**src/rtl/dsi_pkg.sv**
```systemverilog
package dsi_pkg;

   typedef enum logic [1:0] {ST_HDR, ST_PAY, ST_CRC, ST_SKIP} dec_state_t;

   localparam logic [5:0] DT_VSYNC_START = 6'h01;
   localparam logic [5:0] DT_VSYNC_END   = 6'h11;
   localparam logic [5:0] DT_HSYNC_START = 6'h21;
   localparam logic [5:0] DT_HSYNC_END   = 6'h31;
   localparam logic [5:0] DT_PIX24       = 6'h3E;
   localparam logic [5:0] DT_PIX18_LOOSE = 6'h2E;

   // long packets: low nibble of the data type from 0x9 upward
   function automatic logic is_long_dt(input logic [3:0] lo);
      return lo >= 4'h9;
   endfunction

   // parity masks of the header ECC, bit 0 = first header byte bit 0
   function automatic logic [23:0] ecc_mask(input int k);
      case (k)
         0:       return 24'hF12CB7;
         1:       return 24'hF2555B;
         2:       return 24'h749A6D;
         3:       return 24'hB8E38E;
         4:       return 24'hDF03F0;
         default: return 24'hEFFC00;
      endcase
   endfunction

endpackage

```
**src/rtl/dsi_hdr_ecc.sv**
```systemverilog
module dsi_hdr_ecc #(
   parameter int HDR_BITS = 24,
   parameter int ECC_BITS = 6,
   parameter int OUT_W    = 8
) (
   input  logic [HDR_BITS-1:0] hdr,
   output logic [OUT_W-1:0]    ecc
);
   localparam int PAD_W = OUT_W - ECC_BITS;

   logic [ECC_BITS-1:0] par;

   generate
      if (HDR_BITS != 24) begin : g_bad_hdr
         $error("dsi_hdr_ecc: header must be 24 bits");
      end
      if (ECC_BITS > 6 || PAD_W < 1) begin : g_bad_ecc
         $error("dsi_hdr_ecc: ECC width out of range");
      end
      for (genvar k = 0; k < ECC_BITS; k++) begin : g_par
         assign par[k] = ^(hdr & dsi_pkg::ecc_mask(k));
      end
   endgenerate

   assign ecc = {{PAD_W{1'b0}}, par};

endmodule

```
**src/rtl/dsi_crc16.sv**
```systemverilog
module dsi_crc16 #(
   parameter int          CRC_W  = 16,
   parameter int          DATA_W = 8,
   parameter logic [15:0] POLY_R = 16'h8408,
   parameter logic [15:0] SEED   = 16'hFFFF
) (
   input  logic              clk,
   input  logic              rst_n,
   input  logic              clr,
   input  logic              en,
   input  logic [DATA_W-1:0] din,
   output logic [CRC_W-1:0]  crc
);
   logic [CRC_W-1:0] crc_q;
   logic [CRC_W-1:0] crc_next;

   generate
      if (CRC_W != 16 || DATA_W > CRC_W) begin : g_bad
         $error("dsi_crc16: unsupported widths");
      end
   endgenerate

   always_comb begin
      crc_next = crc_q ^ {{(CRC_W-DATA_W){1'b0}}, din};
      for (int i = 0; i < DATA_W; i++) begin
         if (crc_next[0]) crc_next = (crc_next >> 1) ^ POLY_R;
         else             crc_next = crc_next >> 1;
      end
   end

   always_ff @(posedge clk) begin
      if (!rst_n)   crc_q <= SEED;
      else if (clr) crc_q <= SEED;
      else if (en)  crc_q <= crc_next;
   end

   assign crc = crc_q;

   // the running CRC only moves on payload bytes or a restart
   assert_crc_hold_R10: assert property (@(posedge clk) disable iff (!rst_n)
      (!en && !clr) |=> $stable(crc_q));

endmodule

```
**src/rtl/dsi_pixel_unpack.sv**
```systemverilog
module dsi_pixel_unpack #(
   parameter int COMP_W   = 8,
   parameter int N_COMP   = 3,
   parameter int NARROW_W = 6
) (
   input  logic                     clk,
   input  logic                     rst_n,
   input  logic                     restart,
   input  logic                     byte_en,
   input  logic [COMP_W-1:0]        byte_in,
   input  logic                     fmt_loose,
   output logic                     pix_valid,
   output logic [COMP_W*N_COMP-1:0] pix_data
);
   localparam int PIX_W = COMP_W * N_COMP;
   localparam int CNT_W = $clog2(N_COMP);
   localparam int REP_W = COMP_W - NARROW_W;
   localparam logic [CNT_W-1:0] LAST = CNT_W'(N_COMP - 1);

   logic [CNT_W-1:0]  cnt_q;
   logic [COMP_W-1:0] held_q [N_COMP-1];
   logic [COMP_W-1:0] raw    [N_COMP];
   logic [COMP_W-1:0] wide   [N_COMP];
   logic [PIX_W-1:0]  pix_next;
   logic              valid_q;
   logic [PIX_W-1:0]  data_q;

   generate
      if (N_COMP < 2 || NARROW_W >= COMP_W || REP_W > NARROW_W) begin : g_bad
         $error("dsi_pixel_unpack: unsupported component layout");
      end
      for (genvar k = 0; k < N_COMP - 1; k++) begin : g_held
         assign raw[k] = held_q[k];
      end
      assign raw[N_COMP-1] = byte_in;
      for (genvar k = 0; k < N_COMP; k++) begin : g_wide
         assign wide[k] = fmt_loose
            ? {raw[k][COMP_W-1 -: NARROW_W], raw[k][COMP_W-1 -: REP_W]}
            : raw[k];
         assign pix_next[(N_COMP-1-k)*COMP_W +: COMP_W] = wide[k];
      end
   endgenerate

   always_ff @(posedge clk) begin
      if (!rst_n) begin
         cnt_q   <= '0;
         valid_q <= 1'b0;
         data_q  <= '0;
         for (int i = 0; i < N_COMP - 1; i++) held_q[i] <= '0;
      end else begin
         valid_q <= 1'b0;
         if (restart) begin
            cnt_q <= '0;
         end else if (byte_en) begin
            if (cnt_q == LAST) begin
               cnt_q   <= '0;
               valid_q <= 1'b1;
               data_q  <= pix_next;
            end else begin
               held_q[cnt_q] <= byte_in;
               cnt_q         <= cnt_q + 1'b1;
            end
         end
      end
   end

   assign pix_valid = valid_q;
   assign pix_data  = data_q;

   // a pixel needs several bytes, so strobes never come back to back
   assert_pix_spaced_R5: assert property (@(posedge clk) disable iff (!rst_n)
      valid_q |=> !valid_q);

endmodule

```
**src/rtl/dsi_video_decoder.sv**
```systemverilog
module dsi_video_decoder #(
   parameter int          VC_W      = 2,
   parameter int          DT_W      = 6,
   parameter int          WC_W      = 16,
   parameter int          COMP_W    = 8,
   parameter int          N_COMP    = 3,
   parameter int          NARROW_W  = 6,
   parameter logic [1:0]  VC_ACCEPT = 2'd0
) (
   input  logic        clk,
   input  logic        rst_n,
   input  logic        in_valid,
   input  logic        in_sot,
   input  logic [7:0]  in_byte,
   output logic        hsync,
   output logic        vsync,
   output logic        de,
   output logic [23:0] pixel,
   output logic        err_ecc,
   output logic        err_crc
);
   import dsi_pkg::*;

   localparam int BYTE_W = VC_W + DT_W;
   localparam int PIX_W  = COMP_W * N_COMP;

   generate
      if (BYTE_W != 8 || WC_W != 16 || PIX_W != 24) begin : g_bad
         $error("dsi_video_decoder: field widths do not fit the byte stream");
      end
   endgenerate

   dec_state_t       st_q;
   logic [1:0]       hidx_q;
   logic [7:0]       hb0_q, hb1_q, hb2_q;
   logic [WC_W-1:0]  wcnt_q;
   logic [7:0]       crc_lo_q;
   logic             cidx_q;
   logic             vid_q, loose_q;
   logic             hs_q, vs_q;
   logic             eccerr_q, crcerr_q;

   logic [VC_W-1:0]  hdr_vc;
   logic [DT_W-1:0]  hdr_dt;
   logic [WC_W-1:0]  hdr_wc;
   logic [7:0]       ecc_calc;
   logic [15:0]      crc_val;
   logic             take_hdr, hdr_done, ecc_ok, hdr_long;
   logic [1:0]       hdr_pos;
   logic             pay_byte, crc_byte, pkt_start, crc_bad;
   logic             on_chan, is_pix24, is_pix18;

   assign hdr_vc   = hb0_q[7:6];
   assign hdr_dt   = hb0_q[5:0];
   assign hdr_wc   = {hb2_q, hb1_q};

   assign take_hdr = in_valid && (in_sot || st_q == ST_HDR);
   assign hdr_pos  = in_sot ? 2'd0 : hidx_q;
   assign hdr_done = take_hdr && hdr_pos == 2'd3;
   assign ecc_ok   = ecc_calc == in_byte;
   assign hdr_long = is_long_dt(hdr_dt[3:0]);
   assign on_chan  = hdr_vc == VC_ACCEPT;
   assign is_pix24 = hdr_dt == DT_PIX24;
   assign is_pix18 = hdr_dt == DT_PIX18_LOOSE;

   assign pay_byte  = in_valid && !in_sot && st_q == ST_PAY;
   assign crc_byte  = in_valid && !in_sot && st_q == ST_CRC;
   assign pkt_start = hdr_done && ecc_ok && hdr_long;
   assign crc_bad   = {in_byte, crc_lo_q} != crc_val;

   dsi_hdr_ecc #(.HDR_BITS(24), .ECC_BITS(6), .OUT_W(8)) u_ecc (
      .hdr ({hb2_q, hb1_q, hb0_q}),
      .ecc (ecc_calc)
   );

   dsi_crc16 #(.CRC_W(16), .DATA_W(8)) u_crc (
      .clk   (clk),
      .rst_n (rst_n),
      .clr   (pkt_start),
      .en    (pay_byte),
      .din   (in_byte),
      .crc   (crc_val)
   );

   dsi_pixel_unpack #(.COMP_W(COMP_W), .N_COMP(N_COMP), .NARROW_W(NARROW_W)) u_unpack (
      .clk       (clk),
      .rst_n     (rst_n),
      .restart   (pkt_start || (in_valid && in_sot)),
      .byte_en   (pay_byte && vid_q),
      .byte_in   (in_byte),
      .fmt_loose (loose_q),
      .pix_valid (de),
      .pix_data  (pixel)
   );

   always_ff @(posedge clk) begin
      if (!rst_n) begin
         st_q     <= ST_HDR;
         hidx_q   <= 2'd0;
         hb0_q    <= '0;
         hb1_q    <= '0;
         hb2_q    <= '0;
         wcnt_q   <= '0;
         crc_lo_q <= '0;
         cidx_q   <= 1'b0;
         vid_q    <= 1'b0;
         loose_q  <= 1'b0;
         hs_q     <= 1'b0;
         vs_q     <= 1'b0;
         eccerr_q <= 1'b0;
         crcerr_q <= 1'b0;
      end else begin
         hs_q <= 1'b0;
         vs_q <= 1'b0;
         if (take_hdr) begin
            case (hdr_pos)
               2'd0: begin
                  hb0_q  <= in_byte;
                  hidx_q <= 2'd1;
                  st_q   <= ST_HDR;
               end
               2'd1: begin
                  hb1_q  <= in_byte;
                  hidx_q <= 2'd2;
               end
               2'd2: begin
                  hb2_q  <= in_byte;
                  hidx_q <= 2'd3;
               end
               default: begin
                  hidx_q <= 2'd0;
                  if (!ecc_ok) begin
                     eccerr_q <= 1'b1;
                     st_q     <= ST_SKIP;
                  end else if (hdr_long) begin
                     wcnt_q  <= hdr_wc;
                     vid_q   <= on_chan && (is_pix24 || is_pix18);
                     loose_q <= is_pix18;
                     cidx_q  <= 1'b0;
                     st_q    <= (hdr_wc == '0) ? ST_CRC : ST_PAY;
                  end else if (on_chan) begin
                     hs_q <= hdr_dt == DT_HSYNC_START;
                     vs_q <= hdr_dt == DT_VSYNC_START;
                  end
               end
            endcase
         end else if (pay_byte) begin
            wcnt_q <= wcnt_q - 1'b1;
            if (wcnt_q == WC_W'(1)) begin
               st_q   <= ST_CRC;
               cidx_q <= 1'b0;
            end
         end else if (crc_byte) begin
            if (!cidx_q) begin
               crc_lo_q <= in_byte;
               cidx_q   <= 1'b1;
            end else begin
               cidx_q <= 1'b0;
               st_q   <= ST_HDR;
               if (crc_bad) crcerr_q <= 1'b1;
            end
         end
      end
   end

   assign hsync   = hs_q;
   assign vsync   = vs_q;
   assign err_ecc = eccerr_q;
   assign err_crc = crcerr_q;

   // sync outputs are single-cycle pulses
   assert_hs_pulse_R4: assert property (@(posedge clk) disable iff (!rst_n)
      hsync |=> !hsync);
   assert_vs_pulse_R4: assert property (@(posedge clk) disable iff (!rst_n)
      vsync |=> !vsync);
   // a pixel strobe is never coincident with a sync pulse and follows a payload byte
   assert_sync_vs_pixel_R5: assert property (@(posedge clk) disable iff (!rst_n)
      !((hsync || vsync) && de));
   assert_de_from_payload_R5: assert property (@(posedge clk) disable iff (!rst_n)
      de |-> $past(st_q) == ST_PAY);
   // sticky header error, and silence while skipping
   assert_ecc_sticky_R3: assert property (@(posedge clk) disable iff (!rst_n)
      err_ecc |=> err_ecc);
   assert_skip_silent_R3: assert property (@(posedge clk) disable iff (!rst_n)
      (st_q == ST_SKIP && !(in_valid && in_sot)) |=> (!hsync && !vsync && !de));
   // sticky payload error
   assert_crc_sticky_R10: assert property (@(posedge clk) disable iff (!rst_n)
      err_crc |=> err_crc);

endmodule

```
**config.mk**
```make
export PLATFORM = sky130hd
export DESIGN_NAME = dsi_video_decoder
export DESIGN_NICKNAME = d
export VERILOG_FILES = /design/src/rtl/dsi_pkg.sv /design/src/rtl/dsi_hdr_ecc.sv /design/src/rtl/dsi_crc16.sv /design/src/rtl/dsi_pixel_unpack.sv /design/src/rtl/dsi_video_decoder.sv
export SDC_FILE = /design/constraint.sdc
export NUM_CORES = 1
export LEC_CHECK = 0
export BUFFER_PORTS_ARGS = -buffer_cell sky130_fd_sc_hd__buf_2
export CAP_MARGIN = 5
export CORE_MARGIN = 5
export CORE_UTILIZATION = 40
export DETAILED_ROUTE_END_ITERATION = 7
export PLACE_DENSITY_LB_ADDON = 0.2
export REMOVE_ABC_BUFFERS = 1
export SYNTH_ARGS = -nofsm -noshare
export SYNTH_HDL_FRONTEND = slang
export SYNTH_HIERARCHICAL = 1
export SYNTH_SLANG_ARGS = --single-unit
```
**constraint.sdc**
```tcl
create_clock -name clk -period 3.1 [get_ports clk]
set_input_delay 0.93 -clock clk [delete_from_list [all_inputs] [get_ports clk]]
set_output_delay 0.93 -clock clk [all_outputs]
set_load 0.1 [all_outputs]
```
==> results.sh <==
export IMPL_grt_busiest_layer="met2"
export IMPL_routed_via_density=5.35
export IMPL_synthesis_area_um2=6420
export IMPL_synth_compound_area_share_pct=15.3
export IMPL_synth_distinct_cells=75
export IMPL_gr_total_overflow=0
export IMPL_total_power_uw=4050
export IMPL_multiInputGateArea_um2=3810
export IMPL_r2r_start="hb0_q[2]"
export IMPL_yosysWarnings=6
export IMPL_ys_flop_type="dfxtp_1"
export IMPL_rsz0062_at_grt="yes"
export IMPL_start_kind="flip-flop"
export IMPL_crit_required_ns=3.41
export IMPL_period_share_pct=96.9
export IMPL_whs_ns=0.447
export IMPL_routed_wl_um=18100
export IMPL_die_w_um=137
export IMPL_syn_to_final_growth_pct=24.3
export IMPL_synth_top_family_by_area="simple AND/OR/NAND/NOR gates"
export IMPL_initial_core_util_pct=40.6
export IMPL_grt_first_pass_wirelength_um=28600
export IMPL_avgSynthCellArea_um2=9.27
export IMPL_synthMuxAreaShare_pct=1.42
export IMPL_clockRootBuffer="clkbuf_16"
export IMPL_synth_edf_count=16
export IMPL_drt_iter0_drc=387
export IMPL_drcViolationCount=0
export IMPL_hold_start="u_unpack/pix_data[20]"
export IMPL_synth_xor_xnor_area_share_pct=17.1
export IMPL_r2r_end="wcnt_q[0]"
export IMPL_clk_latency_ns=0.43
export IMPL_yosysMostFrequentCell="nand2_1"
export IMPL_tightest_slew_ns=0.605
export IMPL_portBuffers=40
export IMPL_core_um2=15800
export IMPL_yosys_top_cells_count="nand2_1, dfxtp_1, a21oi_1"
export IMPL_drive_above_1_share_pct=24.0
export IMPL_synth_top_area_share_pct=31.8
export IMPL_crit_type="reg -> reg"
export IMPL_fmax_ghz=0.333
export IMPL_numClockSinks=118
export IMPL_ys_top_cells_by_area="dfxtp_1, edfxtp_1, nand2_1"
export IMPL_holdPathEnd="u_unpack/pix_data[20]"
export IMPL_maxCapViolations=0
export IMPL_rrSetupSlack_ns=0.1
export IMPL_met3_usage_pct=3.75
export IMPL_die_area_um2=18700
export IMPL_final_area_um2=7980
export IMPL_layout_nets=801
export IMPL_place_area_um2=7220
export IMPL_r2r_cells=9
export IMPL_crit_fanout=7
export IMPL_grt_max_degree=32
export IMPL_cts_clk_slew_worst_paths_ns=0.06
export IMPL_postCtsHoldBufs=0
export IMPL_synth_largest_area_cell="dfxtp_1"
export IMPL_cts_max_level=4
export IMPL_cts_tree="done"
export IMPL_synth_simple_area_share_pct=21.8
export IMPL_finalSetupViolations=0
export IMPL_synthArstFlopShare_pct=0
export IMPL_dieHeight_um=137
export IMPL_hold_viol=0
export IMPL_first_pass_iters=5
export IMPL_diodes=0
export IMPL_power_density_nw_per_um2=507
export IMPL_crit_path_end_kind="flip-flop"
export IMPL_seq_area_um2=2530
export IMPL_place_gp_congestion=0.891
export IMPL_ir_worst_vdd_uv=394
export IMPL_row_count=46
export IMPL_dp_hpwl_um=13100
export IMPL_cts_max_path_buffers=2
export IMPL_grt_usage_pct=20.0
export IMPL_ios=41
export IMPL_use_met1_pct=25.9
export IMPL_grtUsageMet2_pct=32.6
export IMPL_antenna_left=0
export IMPL_ys_seq_area_share_pct=39.3
export IMPL_hold_class="reg -> reg"
export IMPL_ys_ff_latch=118
export IMPL_relSlewSlack_pct=59.6
export IMPL_holdPathStages=2
export IMPL_fill_cells=1485
export IMPL_grt_pass1_vias=5245
export IMPL_numCtsBuffers=17
export IMPL_leakage_uw=0.00325
export IMPL_postSynthCellCount=693
export IMPL_finClkSkew_ns=0.0148
export IMPL_yosys_area_share_adder_pct=1.17
export IMPL_antenna_found_initial=0
export IMPL_via_count=5416
export IMPL_crit_arrival_ns=3.31
export IMPL_min_period_ns=3.00
export IMPL_crit_start="hb0_q[2]"
export IMPL_outcome="finished, final reports clean"
export IMPL_wire_per_inst_um=17.9
export IMPL_slew_violations=0
critical path, cell delays in order (launching register included):
cell	delay, ns
dfxtp_4	0.37
xnor3_1	0.40
xnor2_1	0.20
xnor3_1	0.48
xor2_2	0.22
nor4_4	0.36
buf_4	0.20
nand3_4	0.13
o211a_1	0.24
o31a_1	0.30
sequential cells by signal (all words and copies together) (netlist names), 2 cells and up:
register           cells
u_unpack/pix_data     24
u_crc/crc             16
u_unpack/held_q       16
wcnt_q                16
crc_lo_q               8
hb0_q                  8
hb1_q                  8
hb2_q                  8
hidx_q                 2
st_q                   2
u_unpack/cnt_q         2
report_power, final:
part / switching, µW / total, µW / internal, µW
clock: 756 / 1910 / 1150
combinational: 292 / 543 / 252
sequential: 24.8 / 1600 / 1580
total: 1070 / 4050 / 2980
routing by layer:
layer,vias up,wire [µm],part of all wire (%)
li1,2636,-,-
met1,2602,7920,44
met2,141,8800,49
met3,37,901,5.0
met4,0,455,2.5
met5,-,0,0
metrics by stage:
step | utilization (%) | setup slack [ns] | std cells | setup TNS [ns]
after global routing | 50.4 | -0.0110 | 1012 | -0.0110
after CTS | 49.5 | 0.000814 | 1010 | 0
after floorplan | - | -0.181 | 651 | -7.86
after global placement | 45.6 | -0.00837 | 977 | -0.0253
final | 50.4 | 0.0966 | 1012 | 0
after detailed placement | 45.6 | -0.119 | 977 | -1.59
area by class of cell:
type                            instances  share of cell area, %
Clock buffer                           19                   5.67
Clock inverter                         13                   1.57
Inverter                               12                  0.564
Multi-Input combinational cell        522                   47.7
Sequential cell                       118                   31.7
Tap cell                              216                   3.39
Timing Repair Buffer                  112                   9.33
worst max-delay path by stage:
stage,endpoint,cells after the start,slack (ns)
2_1_floorplan,u_unpack/pix_data[13],10,-0.18
3_3_place_gp,u_crc/crc[10],12,-0.008
3_5_place_dp,u_unpack/pix_data[13],10,-0.12
4_1_cts,wcnt_q[0],9,0.0008
5_1_grt,loose_q,10,-0.01
6_report,wcnt_q[0],9,0.1
logic make-up (layout without fill, tap and decap cells):
group | Yosys count | in the layout
AOI/OAI and AO/OA | 146 | 146
xor gates and xnor gates | 91 | 91
adders and majority gates | 6 | 6
buffers and inverters | 55 | 156
DFF | 118 | 118
muxes | 9 | 9
other | 1 | 2
and+or+nand+nor | 267 | 268
cell usage in the layout (no fill, tap or decap), types with 3 or more instances in the layout:
master	count
a21boi_1	18
a21oi_1	51
a31oi_1	4
and2_1	19
buf_2	40
buf_4	71
clkbuf_16	17
clkinv_1	3
clkinv_4	5
clkinvlp_4	4
dfxtp_1	95
dfxtp_2	6
edfxtp_1	16
ha_1	6
inv_1	10
mux2i_1	8
nand2_1	112
nand2b_1	6
nand3_1	39
nand4_1	7
nor2_1	16
nor3_1	12
nor4_1	11
o211a_1	10
o211ai_1	12
o21ai_0	21
o22ai_1	4
o31a_1	3
o41ai_1	4
or3_1	7
xnor2_1	33
xnor3_1	17
xor2_1	27
xor2_2	8
timing repair:
item                       in CTS  in global routing
pin swaps                       2                 12
gates cloned                    0                  1
buffers inserted                1                  1
setup endpoints to repair      46                 81
gates resized for setup         6                 28
(Power assumes the default switching activity.)
